`src/rtl/tx_ser_pkg.sv`:
```
package tx_ser_pkg;

    typedef enum logic [1:0] {
        MODE_REF = 2'd0,
        MODE_COM = 2'd1,
        MODE_OWN = 2'd2
    } cap_mode_e;

    localparam int STB_N   = 4;
    localparam int STB_REF = 0;
    localparam int STB_COM = 1;
    localparam int STB_CHB = 2;
    localparam int STB_OWN = 3;

endpackage

```
`src/rtl/tx_stb_edge.sv`:
```
module tx_stb_edge #(
    parameter int N = 4
) (
    input  logic         clk,
    input  logic         rst,
    input  logic [N-1:0] stb_i,
    output logic [N-1:0] rise_o
);

    typedef struct packed {
        logic [N-1:0] cur;
        logic [N-1:0] prev;
    } edge_st_t;

    edge_st_t edge_d, edge_q;

    always_comb begin
        edge_d      = edge_q;
        edge_d.cur  = stb_i;
        edge_d.prev = edge_q.cur;
    end

    always_ff @(posedge clk) begin
        if (rst) edge_q <= '0;
        else     edge_q <= edge_d;
    end

    for (genvar g = 0; g < N; g++) begin : g_rise
        assign rise_o[g] = edge_q.cur[g] & ~edge_q.prev[g];
    end

endmodule

```
`src/rtl/tx_mode_detect.sv`:
```
module tx_mode_detect
    import tx_ser_pkg::*;
#(
    parameter int WIN_LEN = 40
) (
    input  logic      clk,
    input  logic      rst,
    input  logic      com_rise_i,
    input  logic      chb_rise_i,
    output cap_mode_e mode_o
);

    localparam int WW = $clog2(WIN_LEN);

    typedef struct packed {
        logic [WW-1:0] win;
        logic          com_seen;
        logic          chb_seen;
        cap_mode_e     mode;
    } det_st_t;

    det_st_t det_d, det_q;

    always_comb begin
        logic com_now;
        logic chb_now;
        det_d   = det_q;
        com_now = det_q.com_seen | com_rise_i;
        chb_now = det_q.chb_seen | chb_rise_i;
        if (det_q.win == WW'(WIN_LEN - 1)) begin
            det_d.win      = '0;
            det_d.com_seen = 1'b0;
            det_d.chb_seen = 1'b0;
            if (!com_now)     det_d.mode = MODE_REF;
            else if (chb_now) det_d.mode = MODE_OWN;
            else              det_d.mode = MODE_COM;
        end else begin
            det_d.win      = det_q.win + 1'b1;
            det_d.com_seen = com_now;
            det_d.chb_seen = chb_now;
        end
    end

    always_ff @(posedge clk) begin
        if (rst) begin
            det_q      <= '0;
            det_q.mode <= MODE_REF;
        end else begin
            det_q <= det_d;
        end
    end

    assign mode_o = det_q.mode;

endmodule

```
`src/rtl/tx_capture_sel.sv`:
```
module tx_capture_sel
    import tx_ser_pkg::*;
#(
    parameter int HALF_LEN = 10
) (
    input  logic             clk,
    input  logic             rst,
    input  cap_mode_e        mode_i,
    input  logic             full_rate_i,
    input  logic [STB_N-1:0] rise_i,
    output logic             cap_o
);

    localparam int MW = $clog2(HALF_LEN + 1);

    typedef struct packed {
        logic [MW-1:0] mid;
    } sel_st_t;

    sel_st_t sel_d, sel_q;
    logic    mid_hit;
    logic    ref_ev;

    assign ref_ev  = rise_i[STB_REF];
    assign mid_hit = (sel_q.mid == MW'(HALF_LEN));

    always_comb begin
        sel_d = sel_q;
        if (ref_ev && !full_rate_i && mode_i == MODE_REF)
            sel_d.mid = MW'(1);
        else if (mid_hit)
            sel_d.mid = '0;
        else if (sel_q.mid != '0)
            sel_d.mid = sel_q.mid + 1'b1;
    end

    always_comb begin
        unique case (mode_i)
            MODE_COM: cap_o = rise_i[STB_COM];
            MODE_OWN: cap_o = rise_i[STB_OWN];
            default:  cap_o = ref_ev | (mid_hit & ~full_rate_i);
        endcase
    end

    always_ff @(posedge clk) begin
        if (rst) sel_q <= '0;
        else     sel_q <= sel_d;
    end

endmodule

```
`src/rtl/tx_serial_core.sv`:
```
module tx_serial_core #(
    parameter int CHAR_W    = 10,
    parameter int ALIGN_OFS = 5
) (
    input  logic              clk,
    input  logic              rst,
    input  logic              cap_i,
    input  logic              lock_en_i,
    input  logic [CHAR_W-1:0] char_i,
    output logic              ser_o,
    output logic              load_o,
    output logic [CHAR_W-1:0] hold_o
);

    localparam int PW = $clog2(CHAR_W);
    localparam logic [PW-1:0] PH_LAST  = PW'(CHAR_W - 1);
    localparam logic [PW-1:0] PH_ALIGN = PW'(CHAR_W - ALIGN_OFS);

    typedef struct packed {
        logic [CHAR_W-1:0] hold;
        logic [CHAR_W-1:0] shift;
        logic [PW-1:0]     ph;
    } core_st_t;

    core_st_t core_d, core_q;

    assign load_o = (core_q.ph == PH_LAST);

    always_comb begin
        core_d = core_q;
        if (load_o) begin
            core_d.shift = core_q.hold;
            core_d.ph    = '0;
        end else begin
            core_d.shift = core_q.shift >> 1;
            core_d.ph    = core_q.ph + 1'b1;
        end
        if (cap_i) begin
            core_d.hold = char_i;
            if (!lock_en_i) core_d.ph = PH_ALIGN;
        end
    end

    always_ff @(posedge clk) begin
        if (rst) core_q <= '0;
        else     core_q <= core_d;
    end

    assign ser_o  = core_q.shift[0];
    assign hold_o = core_q.hold;

endmodule

```
`src/rtl/tx_multimode_ser.sv`:
```
module tx_multimode_ser
    import tx_ser_pkg::*;
#(
    parameter int CHAR_W    = 10,
    parameter int WIN_LEN   = 40,
    parameter int ALIGN_OFS = 5
) (
    input  logic              clk,
    input  logic              rst,
    input  logic              ref_stb_i,
    input  logic              com_stb_i,
    input  logic              chb_stb_i,
    input  logic              own_stb_i,
    input  logic              full_rate_i,
    input  logic              lock_en_i,
    input  logic [CHAR_W-1:0] char_i,
    output logic              ser_o,
    output logic [1:0]        mode_o
);

    logic [STB_N-1:0]  stb_w;
    logic [STB_N-1:0]  rise_w;
    cap_mode_e         mode_w;
    logic              cap_w;
    logic              load_w;
    logic [CHAR_W-1:0] hold_w;

    always_comb begin
        stb_w          = '0;
        stb_w[STB_REF] = ref_stb_i;
        stb_w[STB_COM] = com_stb_i;
        stb_w[STB_CHB] = chb_stb_i;
        stb_w[STB_OWN] = own_stb_i;
    end

    tx_stb_edge #(.N(STB_N)) edge_i (
        .clk    (clk),
        .rst    (rst),
        .stb_i  (stb_w),
        .rise_o (rise_w)
    );

    tx_mode_detect #(.WIN_LEN(WIN_LEN)) det_i (
        .clk        (clk),
        .rst        (rst),
        .com_rise_i (rise_w[STB_COM]),
        .chb_rise_i (rise_w[STB_CHB]),
        .mode_o     (mode_w)
    );

    tx_capture_sel #(.HALF_LEN(CHAR_W)) sel_i (
        .clk         (clk),
        .rst         (rst),
        .mode_i      (mode_w),
        .full_rate_i (full_rate_i),
        .rise_i      (rise_w),
        .cap_o       (cap_w)
    );

    tx_serial_core #(.CHAR_W(CHAR_W), .ALIGN_OFS(ALIGN_OFS)) core_i (
        .clk       (clk),
        .rst       (rst),
        .cap_i     (cap_w),
        .lock_en_i (lock_en_i),
        .char_i    (char_i),
        .ser_o     (ser_o),
        .load_o    (load_w),
        .hold_o    (hold_w)
    );

    assign mode_o = mode_w;

endmodule

```
`config.mk`:
```
export PLATFORM = sky130hd
export DESIGN_NAME = tx_multimode_ser
export DESIGN_NICKNAME = d
export VERILOG_FILES = /design/src/rtl/tx_ser_pkg.sv /design/src/rtl/tx_stb_edge.sv /design/src/rtl/tx_mode_detect.sv /design/src/rtl/tx_capture_sel.sv /design/src/rtl/tx_serial_core.sv /design/src/rtl/tx_multimode_ser.sv
export SDC_FILE = /design/constraint.sdc
export NUM_CORES = 1
export LEC_CHECK = 0
export CORE_MARGIN = 4
export CORE_UTILIZATION = 25
export DETAILED_ROUTE_END_ITERATION = 12
export HOLD_SLACK_MARGIN = 0.08
export PLACE_DENSITY = 0.49
export SLEW_MARGIN = 20
export SYNTH_ARGS = -nofsm -noshare
export SYNTH_HDL_FRONTEND = slang
export SYNTH_SLANG_ARGS = --single-unit
export TNS_END_PERCENT = 1
```
`constraint.sdc`:
```
create_clock -name clk -period 2.38 [get_ports clk]
set_clock_uncertainty 0.2 [all_clocks]
set_input_delay 0.238 -clock clk [delete_from_list [all_inputs] [get_ports clk]]
set_output_delay 0.238 -clock clk [all_outputs]
set_load 0.02 [all_outputs]
```
Word level (Yosys, flattened, before mapping) --
Index checks and enable logic that the tools add are counted.
Storage, ports and cells: bits in registers 46, bits in latches 0, memory bits (writable) 0, memory bits (read-only) 0, input port bits 18, output and inout bits 3, logic and storage cells 52, memories kept 0
Operators by class: add/subtract/negate cells 3, multiply operators 0, divide/modulo/power cells 0, magnitude comparators 0, equal/unequal tests 5, shift operators 0, multiplexer cells 9, bitwise logic cells 14, reductions and logical operators 9
Operator list (number):
- 2-to-1 mux 13 bit | 1
- adder 4 x 1 -> 4 bit (second input constant) | 2
- == test 4 bit (second input constant) | 2
- 2-to-1 mux 4 bit | 2
- adder 6 x 1 -> 6 bit (second input constant) | 1
- == test 6 bit (second input constant) | 1
- inverter 1 bit | 6
- AND 1 bit | 5
- 2-to-1 mux 2 bit | 2
- nonzero test 4 bit | 1
- OR reduction 2 bit | 2
- 2-to-1 mux 1 bit | 3
- OR 1 bit | 3
- nonzero test 3 bit | 1
- OR reduction 3 bit | 1
- == test 2 x 1 -> 1 bit (second input constant) | 1
- == test 2 bit (second input constant) | 1
- logical AND 1 bit | 2
- zero test 2 bit | 1
- one-hot mux 1 bit (2 select lines) | 1
- zero test 1 bit | 1

Depth between registers and ports, before layout --
Gate-level depths: netlist (run 1).
depth in word-level cells 5, gate-level depth with buffers 7, mapped depth without buffers 6

Modules after synthesis --
Synthesis (run 1) repeated with hierarchy kept, for this count alone.
Second synthesis, totals: cells, all modules 200, area total of the unflattened synthesis 1878.1 um2
Modules (own cells, without submodules):
- tx_serial_core | instances 1, cells an instance 104, area each 939.7 um2, sequential area each 480.5 um2
- tx_mode_detect | instances 1, cells an instance 42, area each 390.4 um2, sequential area each 200.2 um2
- tx_capture_sel | instances 1, cells an instance 34, area each 312.8 um2, sequential area each 80.1 um2
- tx_stb_edge | instances 1, cells an instance 20, area each 235.2 um2, sequential area each 160.2 um2

Worst setup path before layout (run 1) --
No wires, ideal clock.
path kind register -> register, start point register sel_i.sel_q[0] (netlist name), end point register core_i.core_q[0] (netlist name), setup time 0.125 ns, data arrival time 1.393 ns, data required time 2.055 ns, path slack 0.662 ns, stages on the path, launching flop included 8, buffers on the path 1, path through dfxtp_1 > inv_1 > ha_1 > and4bb_1 > nor3_2 > a31oi_4 > buf_6 > o2bb2ai_1
On the way: cells in the longest elaborated chain, start to end 5
Ends and longest elaborated chain:
- from (decl) | line tx_capture_sel.sv:20 | sel_st_t sel_d, sel_q;
- from (signal assigned) | line tx_capture_sel.sv:47 | else sel_q <= sel_d;
- == test 4 bit | line tx_capture_sel.sv:25 | assign mid_hit = (sel_q.mid == MW'(HALF_LEN));
- AND 1 bit | line tx_capture_sel.sv:41 | default: cap_o = ref_ev | (mid_hit & ~full_rate_i);
- OR 1 bit | line tx_capture_sel.sv:41
- one-hot mux 1 bit (2 select lines) | line tx_capture_sel.sv:38 | unique case (mode_i)
- 2-to-1 mux 4 bit | line tx_serial_core.sv:38 | if (cap_i) begin
- to (signal assigned) | line tx_serial_core.sv:46 | else core_q <= core_d;
- to (decl) | line tx_serial_core.sv:25 | core_st_t core_d, core_q;
Every way passes these cells. A chain may end at the register's enable or synchronous reset.

Worst setup path after layout (run 1) --
start point register sel_i.sel_q[0] (netlist name), end point register core_i.core_q, in the netlist core_i.hold_o[5]
On the way: cells in the longest elaborated chain, start to end 4
Ends and longest elaborated chain (line):
- == test 4 bit | tx_capture_sel.sv:25
- AND 1 bit | tx_capture_sel.sv:41
- OR 1 bit | tx_capture_sel.sv:41
- one-hot mux 1 bit (2 select lines) | tx_capture_sel.sv:38
Every way passes these cells.

==> run metrics, run 1 <==
status=complete, no violations; global-route wire length before repair=5.671 mm; die width=95.34 µm; largest net degree at the start of global routing=50; Root Buffer=clkbuf_8; Antenna diodes=0; final hold viol count=0; Via Count=1350; Total Wirelength=3.244 mm; commonest non-fill, non-tap cell in the layout=dfxtp_1; critical path startpoint=sel_i.sel_q[0]$_SDFFE_PP0P_; clk_lat worst skew=0.29 ns; num rows=31; CTS buffer count=5; Tcrit/Tclk final=82.60%; pre-CTS WS=0.2956 ns; worst r2r src=sel_i.sel_q[0]$_SDFFE_PP0P_; vias in the first global route=1313; Final Slew Violations=0; minimum clock period=1.966 ns; overflow left after global routing=0; LEAKAGE=0.0008196 µW; max_cap viols=0; FF-to-FF End=core_i.hold_o[5]$_SDFFE_PP0P_; slowest CP cell=a31oi_4; placed cells=318; Initial Util=26.01%; Worst Reg-to-Reg Cells=6; worst vdd ir=0.2424 mV; Clock Pin Slew Worst Setup and Hold Paths=0.08 ns; Initial DRC Count=59; crit path max fanout=14; area delta synth->final=20.80%; layout cells sized above 1=5.727%; IO Pins=21; CP Class=flop to flop; # port buffers=20; CP Cell Sequence=inv_1 -> ha_1 -> and4bb_1 -> nor3_2 -> a31oi_4 -> mux2i_1; DR WL/cell=9.951 µm; DP Wirelength=2.224 mm; maximum clock rate=508.7 MHz; min-delay src=core_i.core_q[13]$_SDFF_PP0_; Layout Cells excl Fill=326; post-synthesis area per instance=9.256 µm²; Filler cells=767; Core Region=0.007331 mm²; CP Launch Type=flop; Syn Inst Count=206; Final WS setup=0.4141 ns; residual DRC count=0; Worst R2R Setup Slack=0.41 ns; CTS max path bufs=2; syn_nets=231; Tightest Pin Transition=0.5955 ns; yosys warns=0; most frequent cells in the layout=dfxtp_1, nand2_1, nand2b_1; DR pass1 iterations=4; endpoints failing setup=0; Crit. End Element=flop; post-CTS setup buffer count=0; clock tree sinks=46; max_slew headroom=60.30%; Worst Setup EP=core_i.hold_o[5]$_SDFFE_PP0P_; CTS resizes=0; Hold Path Class=flop to flop; Worst EP required=2.40 ns; DIE HEIGHT=95.34 µm; Antenna Violating Nets Remaining=0; RePlAce Congestion=0.7321; pwr dens=634.3 mW/mm²; post-route setup TNS=0 ns; initial antenna violation count=0; CP peak stage delay=0.49 ns; RSZ-0062 raised after global routing=false; CP arrival=1.98 ns; H-Tree Depth=2; Post-CTS Hold Buffers=0; flops & latches, synth=46; Synth cell types=31; Via density=4.141; Seq/Total Area, Yosys=48.29%; NumNets Final=251; die area=0.009089 mm²; CTS tree=done; Total Routing Usage GR=7.978%; post-synth design cell area=0.001907 mm²
## power by group
group,internal (µW),switching [µW]
logic,81.8,69.4
registers,803,22.9
clock network,233,250
total,1120,342
## worst max-delay path: cells and delay by family, from the launching register on
family | cells | cell delay [ns]
fa+ha+maj | 1 | 0.20
buf+inv | 1 | 0.11
compound gates | 1 | 0.49
flops | 1 | 0.35
mux | 1 | 0.25
simple gates | 2 | 0.28
## how the worst min path moves through the flow
stage	endpoint	slack, ns	depth (start not counted)
detailed placement	core_i.core_q[6]$_SDFF_PP0_	0.23	2
finish	core_i.core_q[12]$_SDFF_PP0_	0.23	2
CTS	core_i.core_q[12]$_SDFF_PP0_	0.23	2
global placement	det_i.det_q[4]$_SDFF_PP0_	0.23	1
floorplan	edge_i.edge_d[0]$_SDFF_PP0_	0.17	1
global route	core_i.core_q[12]$_SDFF_PP0_	0.25	2
## cells by family after synthesis
logic type | share of synthesized area [%]
and+or+nand+nor | 24.67
DFF | 48.29
AOI/OAI and AO/OA | 9.252
buffers and inverters | 4.593
muxes | 5.840
adders and majority gates | 4.593
xor gates and xnor gates | 2.756
## sequential cells by signal, indices dropped and copies added (netlist names)
name / flops
core_i.core_q: 13
core_i.hold_o: 10
core_i.ser_o: 1
det_i.det_q: 8
det_i.mode_o: 2
edge_i.edge_d: 4
edge_i.edge_q: 4
sel_i.sel_q: 4
## cell usage after synthesis (all sizes together)
library cell | count | area (µm²)
nand4 | 1 | 6.260
a21oi | 16 | 80.08
mux2 | 1 | 11.26
or3b | 1 | 8.760
xnor2 | 4 | 35.03
dfxtp | 46 | 920.9
o21ai | 5 | 25.02
clkbuf | 5 | 18.77
and3b | 1 | 8.760
or3 | 2 | 12.51
and4bb | 1 | 12.51
and3 | 2 | 12.51
a311o | 1 | 10.01
ha | 7 | 87.58
inv | 10 | 37.54
nand3b | 1 | 7.510
nand3 | 4 | 20.02
a22oi | 1 | 7.510
buf | 4 | 31.27
o2bb2ai | 2 | 17.52
nor3 | 1 | 10.01
a211oi | 2 | 15.01
a31oi | 1 | 21.27
nand2 | 24 | 90.09
nor2 | 15 | 56.30
mux2i | 10 | 100.1
xor2 | 2 | 17.52
nor2b | 13 | 81.33
nand2b | 23 | 143.9
## final cells by class
type	count	area, µm²	share of cell area, %
Timing Repair Buffer	22	227.7	9.886
Inverter	10	37.54	1.630
Tap cell	99	123.9	5.378
Sequential cell	46	920.9	39.98
Multi-Input combinational cell	141	898.4	39.00
Clock buffer	6	82.58	3.585
Clock inverter	2	12.51	0.5432
## metrics by stage
| step | area, µm² | power (µW) | hold WS (ns) | utilization, % |
|---|---|---|---|---|
| global placement | 2208 | 996.9 | 0.2266 | 30.12 |
| global route | 2303 | 1550 | 0.2451 | 31.42 |
| finish | 2303 | 1461 | 0.2319 | 31.42 |
| detailed placement | 2208 | 999.3 | 0.2312 | 30.12 |
| CTS | 2303 | 1494 | 0.2320 | 31.42 |
| floorplan | 1907 | 942.2 | 0.1662 | - |
## routing by layer
metal | up-vias | GRT usage (%) | wire length, µm
met2 | 16 | 12.54 | 1523
met1 | 615 | 9.653 | 1558
met4 | 0 | 3.726 | 30
met5 | - | 0 | 0
met3 | 4 | 2.920 | 131
li1 | 715 | - | -
Power figures use the tool's default switching activity.
==> inputs of run 2 (changes only) <==
==> constraint.sdc (replaced) <==
create_clock -name clk -period 1.85 [get_ports clk]
set_clock_uncertainty 0.2 [all_clocks]
set_input_delay 0.185 -clock clk [delete_from_list [all_inputs] [get_ports clk]]
set_output_delay 0.185 -clock clk [all_outputs]
set_load 0.02 [all_outputs]
==> run metrics, run 2 (synthesized netlist as in run 1, its figures left out) <==
CTS max path bufs=2 (unchanged); Final Util=32.50% (was 31.42%); pwr dens=805.2 mW/mm² (was 634.3 mW/mm²); layout cells sized above 1=9.362% (was 5.727%); crit path max fanout=3 (was 14); num rows=31 (unchanged); initial antenna violation count=0 (unchanged); switching part of the total power=23.55% (was 23.44%); # port buffers=20 (unchanged); clock tree sinks=46 (unchanged); Int Pwr=1467 µW (was 1119 µW); DP Wirelength=2.323 mm (was 2.224 mm); maximum clock rate=578.4 MHz; WHS=0.2316 ns (was 0.2319 ns); overflow left after global routing=0 (unchanged); Final WS setup=0.1211 ns (was 0.4141 ns); global-route wire length before repair=5.692 mm (was 5.671 mm); grt met1 use=10.40% (was 9.653%); net switching power=451.7 µW (was 342.5 µW); CTS buffer count=5 (unchanged); CP delay by family, top=buffers and inverters (was compound AO/OA/AOI/OAI gates); Critical path buffers and inverters=2 (was 1); die area=0.009089 mm² (unchanged); die width=95.34 µm (unchanged); CP peak stage delay=0.59 ns (was 0.49 ns); status=complete, no violations (unchanged); Tcrit/Tclk final=93.45%; DR pass1 iterations=4 (unchanged); sequential group share of total power=55.1% (was 56.6%); H-Tree Depth=2 (unchanged); Largest register FFs=13 (unchanged); post-route setup TNS=0 ns (unchanged); met3 Use GR=2.841% (was 2.920%); Antenna diodes=0 (unchanged); Biggest register=core_i.core_q (unchanged); Initial Util=26.01% (unchanged); CP Cell Sequence=buf_4 -> clkdlybuf4s50_1 (was inv_1 -> ha_1 -> and4bb_1 -> nor3_2 -> a31oi_4 -> mux2i_1); Antenna Violating Nets Remaining=0 (unchanged); RSZ-0062 raised after global routing=false (unchanged); global route hottest layer=met2 (unchanged); Total Routing Usage GR=8.134% (was 7.978%); Final Slew Violations=0 (unchanged); Worst EP required=1.46 ns (was 2.40 ns); final hold viol count=0 (unchanged); Hold Path Class=input pin to flop (was flop to flop); most frequent cells in the layout=dfxtp_1, nand2_1, nand2b_1 (unchanged); Via Count=1361 (was 1350); residual DRC count=0 (unchanged); CP Class=flop to output pin (was flop to flop); Via density=4.075 (was 4.141); largest net degree at the start of global routing=31 (was 50); commonest non-fill, non-tap cell in the layout=dfxtp_1 (unchanged); RePlAce Congestion=0.6842 (was 0.7321); clock power share=32.7% (was 33.1%); vias in the first global route=1305 (was 1313); worst vdd ir=0.2332 mV (was 0.2424 mV); LEAKAGE=0.0008672 µW (was 0.0008196 µW); CTS tree=done (unchanged); Initial DRC Count=64 (was 59); Crit. End Element=output pin (was flop); Filler cells=776 (was 767); max_cap viols=0 (unchanged); Clock Pin Slew Worst Setup and Hold Paths=0.09 ns (was 0.08 ns); Core Region=0.007331 mm² (unchanged); max_slew headroom=74.13% (was 60.30%); IO Pins=21 (unchanged); CP Launch Type=flop (unchanged); endpoints failing setup=0 (unchanged); Root Buffer=clkbuf_8 (unchanged); slowest CP cell=clkdlybuf4s50_1 (was a31oi_4); Tightest Pin Transition=0.3870 ns (was 0.5955 ns); DIE HEIGHT=95.34 µm (unchanged); Total Wirelength=3.364 mm (was 3.244 mm); DR WL/cell=10.07 µm (was 9.951 µm); Comb pwr share=12.2% (was 10.3%); met2 Resource Use GR=12.30% (was 12.54%); CP arrival=1.34 ns (was 1.98 ns); area delta synth->final=24.93% (was 20.80%); pre-CTS WS=-0.1583 ns (was 0.2956 ns); clk_lat worst skew=0.30 ns (was 0.29 ns); minimum clock period=1.729 ns; NumNets Final=259 (was 251)
run 2: cell count changes in the layout (fill, tap and decap cells not counted):
| cell | before | now |
|---|---|---|
| a211oi_2 | 0 | 2 |
| a211oi_1 | 2 | 0 |
| buf_12 | 1 | 2 |
| clkbuf_1 | 0 | 1 |
| clkinvlp_4 | 1 | 0 |
| buf_4 | 1 | 8 |
run 2: per-layer routing:
layer  share of wire (%)  wire length, µm
met2                  44             1467
met1                  51             1708
met5                   0                0
met4                 1.8               62
met3                 3.7              125
run 2: worst register-to-register path: cells and delay by family (launching register included):
family / cells / cell delay (ns)
simple gates: 2 / 0.45
compound gates: 2 / 0.26
buf+inv: 2 / 0.22
flops: 1 / 0.33
fa+ha+maj: 1 / 0.20
run 2: stage by stage:
| stage | area, µm² | power (µW) | std cells |
|---|---|---|---|
| detailed placement | 2261 | 1312 | 325 |
| global placement | 2261 | 1309 | 325 |
| CTS | 2372 | 1958 | 334 |
| floorplan | 1907 | 1212 | 206 |
| global route | 2382 | 2027 | 334 |
| finish | 2382 | 1918 | 334 |
run 2: path summary, 6_finish.rpt:
path	from	depth (start not counted)	end	slack, ns
min reg2reg	core_i.core_q[13]$_SDFF_PP0_	2	core_i.core_q[12]$_SDFF_PP0_	0.24
max reg2reg	sel_i.sel_q[0]$_SDFFE_PP0P_	7	core_i.core_q[1]$_SDFF_PP0_	0.12
max	det_i.mode_o[0]$_SDFFE_PP0N_	2	mode_o[0]	0.12
min	ref_stb_i	2	edge_i.edge_d[0]$_SDFF_PP0_	0.23
run 2: area by class of cell:
| cell class | count | area [µm²] | area share, % |
|---|---|---|---|
| clock buffer | 7 | 86.33 | 3.624 |
| clock inverter | 1 | 5.005 | 0.2101 |
| inverter | 10 | 37.54 | 1.576 |
| multi-input combinational | 141 | 908.4 | 38.13 |
| sequential | 46 | 920.9 | 38.66 |
| tap | 99 | 123.9 | 5.200 |
| timing repair buffer | 30 | 300.3 | 12.61 |
run 2: what timing repair did:
| action | CTS | global route |
|---|---|---|
| gates cloned | 0 | 0 |
| setup endpoints to repair | 11 | 1 |
| hold buffers | 0 | 0 |
| setup buffers | 1 | 0 |
| pin swaps | 0 | 2 |
| gates resized for setup | 0 | 2 |
run 2: power groups by stage:
stage | Sequential (µW) | Clock [µW] | Combinational, µW
5_1_grt | 1060 | 699 | 265
4_1_cts | 1060 | 663 | 237
6_report | 1060 | 627 | 234
2_1_floorplan | 1080 | 0 | 133
3_5_place_dp | 1080 | 0 | 231
3_3_place_gp | 1080 | 0 | 228
